===== src/rtl/mmu_chk_pkg.sv =====
package mmu_chk_pkg;

  typedef enum logic [2:0] {
    FLT_NONE     = 3'd0,
    FLT_MISALIGN = 3'd1,
    FLT_RANGE    = 3'd2,
    FLT_RMISS    = 3'd3,
    FLT_VMISS    = 3'd4,
    FLT_PROT     = 3'd5,
    FLT_NFO      = 3'd6,
    FLT_PRIV     = 3'd7
  } flt_code_e;

  typedef enum logic [2:0] {
    FT_NONE   = 3'd0,
    FT_OTHER  = 3'd1,
    FT_PRIV   = 3'd2,
    FT_ILL_AS = 3'd3,
    FT_RANGE  = 3'd4,
    FT_NFO    = 3'd5
  } flt_type_e;

  typedef enum logic [1:0] {
    CT_PRIMARY   = 2'd0,
    CT_SECONDARY = 2'd1,
    CT_NUCLEUS   = 2'd2
  } ctx_kind_e;

endpackage


===== src/rtl/mmu_fault_prio.sv =====
module mmu_fault_prio
  import mmu_chk_pkg::*;
#(
  parameter int VA_W    = 64,
  parameter int IMPL_W  = 48,
  parameter int AM_W    = 32,
  parameter int PA_W    = 40,
  parameter int PG_BITS = 13
) (
  input  logic            bypass,
  input  logic            is_fetch,
  input  logic [VA_W-1:0] vaddr,
  input  logic [1:0]      size_lg,
  input  logic            is_write,
  input  logic            addr_mask,
  input  logic            nofault_as,
  input  logic            priv,
  input  logic            real_mode,
  input  logic            tlb_hit,
  input  logic [PA_W-1:0] tlb_pfn,
  input  logic            tlb_writable,
  input  logic            tlb_nofault,
  input  logic            tlb_side_eff,
  input  logic            tlb_priv,
  output flt_code_e       flt,
  output logic [VA_W-1:0] eff_va,
  output logic [PA_W-1:0] paddr,
  output logic            uncache,
  output logic            ev_misalign,
  output logic            ev_hole,
  output logic            ev_miss
);

  localparam int HOLE_W = VA_W - IMPL_W + 1;

  function automatic logic [VA_W-1:0] f_low_mask(input int bits);
    logic [VA_W-1:0] m;
    for (int i = 0; i < VA_W; i++) m[i] = (i < bits);
    return m;
  endfunction

  function automatic logic f_misaligned(input logic fetch, input logic [2:0] low,
                                        input logic [1:0] slg);
    logic [3:0] span;
    logic [2:0] m;
    span = 4'd1 << slg;
    m    = 3'(span - 4'd1);
    if (fetch) m = 3'b111;
    return |(low & m);
  endfunction

  function automatic logic f_in_hole(input logic [VA_W-1:0] va);
    logic [HOLE_W-1:0] up;
    up = va[VA_W-1:IMPL_W-1];
    return !((up == '0) || (up == '1));
  endfunction

  function automatic logic [PA_W-1:0] f_join_pa(input logic [PA_W-1:0] pfn,
                                                input logic [VA_W-1:0] va);
    logic [PA_W-1:0] om;
    om = PA_W'(f_low_mask(PG_BITS));
    return (pfn & ~om) | (va[PA_W-1:0] & om);
  endfunction

  logic data_side;
  logic bad_prot, bad_nfo, bad_priv;

  assign ev_misalign = f_misaligned(is_fetch, vaddr[2:0], size_lg);
  assign ev_hole     = !addr_mask && f_in_hole(vaddr);
  assign ev_miss     = !tlb_hit;
  assign eff_va      = addr_mask ? (vaddr & f_low_mask(AM_W)) : vaddr;
  assign data_side   = !is_fetch;
  assign bad_prot    = data_side && is_write && !tlb_writable;
  assign bad_nfo     = data_side && tlb_nofault && !nofault_as;
  assign bad_priv    = !priv && tlb_priv;

  always_comb begin
    paddr   = '0;
    uncache = 1'b0;
    if (bypass) begin
      flt   = FLT_NONE;
      paddr = vaddr[PA_W-1:0];
    end else if (ev_misalign) begin
      flt = FLT_MISALIGN;
    end else if (ev_hole) begin
      flt = FLT_RANGE;
    end else if (ev_miss) begin
      flt = real_mode ? FLT_RMISS : FLT_VMISS;
    end else if (bad_prot) begin
      flt = FLT_PROT;
    end else if (bad_nfo) begin
      flt = FLT_NFO;
    end else begin
      uncache = data_side && tlb_side_eff;
      if (bad_priv) begin
        flt = FLT_PRIV;
      end else begin
        flt   = FLT_NONE;
        paddr = f_join_pa(tlb_pfn, vaddr);
      end
    end
  end

endmodule


===== config.mk =====
export PLATFORM = sky130hd
export DESIGN_NAME = mmu_fault_prio
export DESIGN_NICKNAME = d
export VERILOG_FILES = /design/src/rtl/mmu_chk_pkg.sv /design/src/rtl/mmu_fault_prio.sv
export SDC_FILE = /design/constraint.sdc
export NUM_CORES = 1
export LEC_CHECK = 0
export ABC_CLOCK_PERIOD_IN_PS = 2000
export CAP_MARGIN = 20
export CORE_AREA = 4 4 88 90
export DETAILED_ROUTE_END_ITERATION = 10
export DIE_AREA = 0 0 92 94
export GPL_TIMING_DRIVEN = 0
export PLACE_DENSITY = 0.8
export REMOVE_ABC_BUFFERS = 1
export SETUP_SLACK_MARGIN = 0.4
export SYNTH_ARGS = -nofsm -noshare
export SYNTH_HDL_FRONTEND = slang
export SYNTH_SLANG_ARGS = --single-unit

===== constraint.sdc =====
create_clock -name vclk -period 2
set_input_delay 0.4 -clock vclk [all_inputs]
set_output_delay 0.4 -clock vclk [all_outputs]
set_load 0.02 [all_outputs]

==> results.json <==
{
  "outcome": "finished, violations left",
  "violations": "negative setup slack",
  "io_buffer_count": 216,
  "finalWorstSetupSlack_ns": -0.362,
  "cp_max_fo": 7,
  "wl_mm": 8.95,
  "cts_hold_buffers": 0,
  "max-cap-violations": 0,
  "fmax_ghz": 0.423,
  "p_seq_frac": 0,
  "clock_buffers": 0,
  "coreArea_sq_mm": 0.00706,
  "finalMaxSlewViolations": 0,
  "ir_worst_vdd_v": 0.000160,
  "io_pins": 229,
  "switching_share": 0.469,
  "worstSetupPathType": "in -> out",
  "cp_slowest_stage_delay_ns": 0.36,
  "initial_core_util": 0.178,
  "antenna_found_initial": 0,
  "synth_area_sq_mm": 0.00126,
  "core.rowCount": 31,
  "track_usage": 0.177,
  "end_kind": "output pin",
  "nFlopsAndLatches": 0,
  "ys_warn_count": 0,
  "critPathArrivalTime_ns": 1.96,
  "n_antenna_cell": 0,
  "p_clk_frac": 0,
  "rsz0062_at_grt": "true",
  "gp_congestion": 0.828,
  "synth.distinct_cells": 26,
  "leakage_nw": 1.81,
  "route.vias.total": 2342,
  "grt_pass1_wl_mm": 12.3,
  "die_w_microns": 92,
  "die_h_microns": 94,
  "cp_top_family": "buffers and inverters",
  "required_ns": 1.60,
  "p_int_mw": 0.553,
  "layout.nets": 539,
  "final-seq-area_sq_um": 0,
  "critPathSlowestCell": "o41ai_4",
  "die_area_sq_mm": 0.00865,
  "path_buf_inv": 5,
  "synth_cells": 210,
  "hold_class": "in -> out",
  "combPwrFrac": 1.000,
  "pre_cts_slack_ns": -2.45,
  "synth.avg_cell_area_sq_um": 5.99,
  "hpwl_mm": 5.94,
  "viasPerCell": 4.52,
  "routedWlPerCell_microns": 17.3,
  "tightest_slew_ns": 0.362,
  "post-route-util": 0.571,
  "ant_nets": 0,
  "fin_hold_ws_ns": 1.14,
  "syn_to_final_growth_pct": 220,
  "seq_area_frac_synth": 0,
  "start_kind": "primary input",
  "setup_viol": 45,
  "grt_pass1_vias": 2491,
  "grt_max_degree": 31,
  "drc": 0,
  "final_common_cell": "clkdlybuf4s50_1",
  "fin_setup_tns_ns": -11.57,
  "finalCritPeriodShare": 1.18,
  "cp_cell_sequence": "buf_4 > nand4_4 > o41ai_4 > buf_6 > buf_12 > a41oi_4 > buf_12 > nor2b_1 > buf_4",
  "hold_violations": 0,
  "first_pass_iters": 4,
  "p_switching_mw": 0.489,
  "powerDensity_mw_per_mm2": 258,
  "grt.overflow.total": 0,
  "period_needed_ns": 2.36,
  "drt_iter0_drc": 46,
  "final_cell_mix": "74 x clkdlybuf4s50_1, 66 x buf_6, 50 x nand2_1",
  "drive_gt1_frac": 0.530,
  "slew_headroom": 0.758
}
==> path summary, 6_finish.rpt <==
path                       end  startpoint  slack (ns)  cells after the start
worst max-delay path  paddr[2]   vaddr[62]       -0.36                      9
worst min-delay path  paddr[0]    vaddr[0]        1.14                      3
==> power groups by stage <==
stage | Sequential (mW) | Clock, mW | Combinational [mW]
after detailed placement | 0 | 0 | 0.828
after floorplan | 0 | 0 | 0.255
final | 0 | 0 | 1.04
after CTS | 0 | 0 | 0.966
after global routing | 0 | 0 | 1.10
after global placement | 0 | 0 | 0.815
==> routing by layer <==
layer / GRT usage / vias up / routed length (microns)
met3: 0.0617 / 10 / 976
met4: 0.0359 / 0 / 129
met1: 0.171 / 1096 / 2950
met2: 0.359 / 143 / 4900
li1: - / 1093 / -
met5: 0 / - / 0
==> cells in the mapped netlist <==
| cell | number | area [sq um] |
|---|---|---|
| nand2_1 | 55 | 206 |
| buf_12 | 1 | 20.0 |
| or2_2 | 1 | 6.26 |
| a41o_1 | 1 | 10.0 |
| nor4_1 | 5 | 31.3 |
| nand3b_1 | 1 | 7.51 |
| nor3_4 | 2 | 32.5 |
| inv_1 | 3 | 11.3 |
| a41oi_1 | 1 | 8.76 |
| o41ai_4 | 1 | 27.5 |
| nand4_1 | 3 | 18.8 |
| o32ai_1 | 1 | 8.76 |
| o21ai_0 | 21 | 105 |
| a211o_1 | 1 | 8.76 |
| nor3b_1 | 2 | 15.0 |
| buf_6 | 1 | 11.3 |
| buf_4 | 32 | 240 |
| nand4_2 | 2 | 25.0 |
| o311a_1 | 1 | 10.0 |
| clkbuf_1 | 7 | 26.3 |
| nor3_1 | 2 | 10.0 |
| buf_2 | 4 | 20.0 |
| nand2b_1 | 2 | 12.5 |
| nor2b_1 | 48 | 300 |
| nor2_1 | 4 | 15.0 |
| o21ai_2 | 8 | 70.1 |
==> cells by family (layout without fill, tap and decap cells) <==
logic type | count (synthesis) | count (layout) | share of synthesized area
buffers and inverters | 48 | 255 | 0.261
and+or+nand+nor | 127 | 129 | 0.541
AOI/OAI and AO/OA | 35 | 35 | 0.198
==> metrics by stage <==
stage | area [sq um] | power [mW] | cells
after floorplan | 941 | 0.255 | 165
after global placement | 3230 | 0.815 | 480
after detailed placement | 3260 | 0.828 | 483
after CTS | 3790 | 0.966 | 515
after global routing | 4030 | 1.10 | 518
final | 4030 | 1.04 | 518
==> cell type report <==
class              instances  area, sq um
repair buffers           252         2530
multi-input cells        164         1360
well taps                 99          124
inverters                  3         17.5
fillers                  638         3030
==> timing repair <==
item                       in CTS  in global routing
resized for setup             642                119
cloned                          7                  0
setup buffers                  25                  3
pin swaps                      47                 16
setup endpoints to repair     111                 76
No activity file was read; power rests on OpenSTA's default activity.
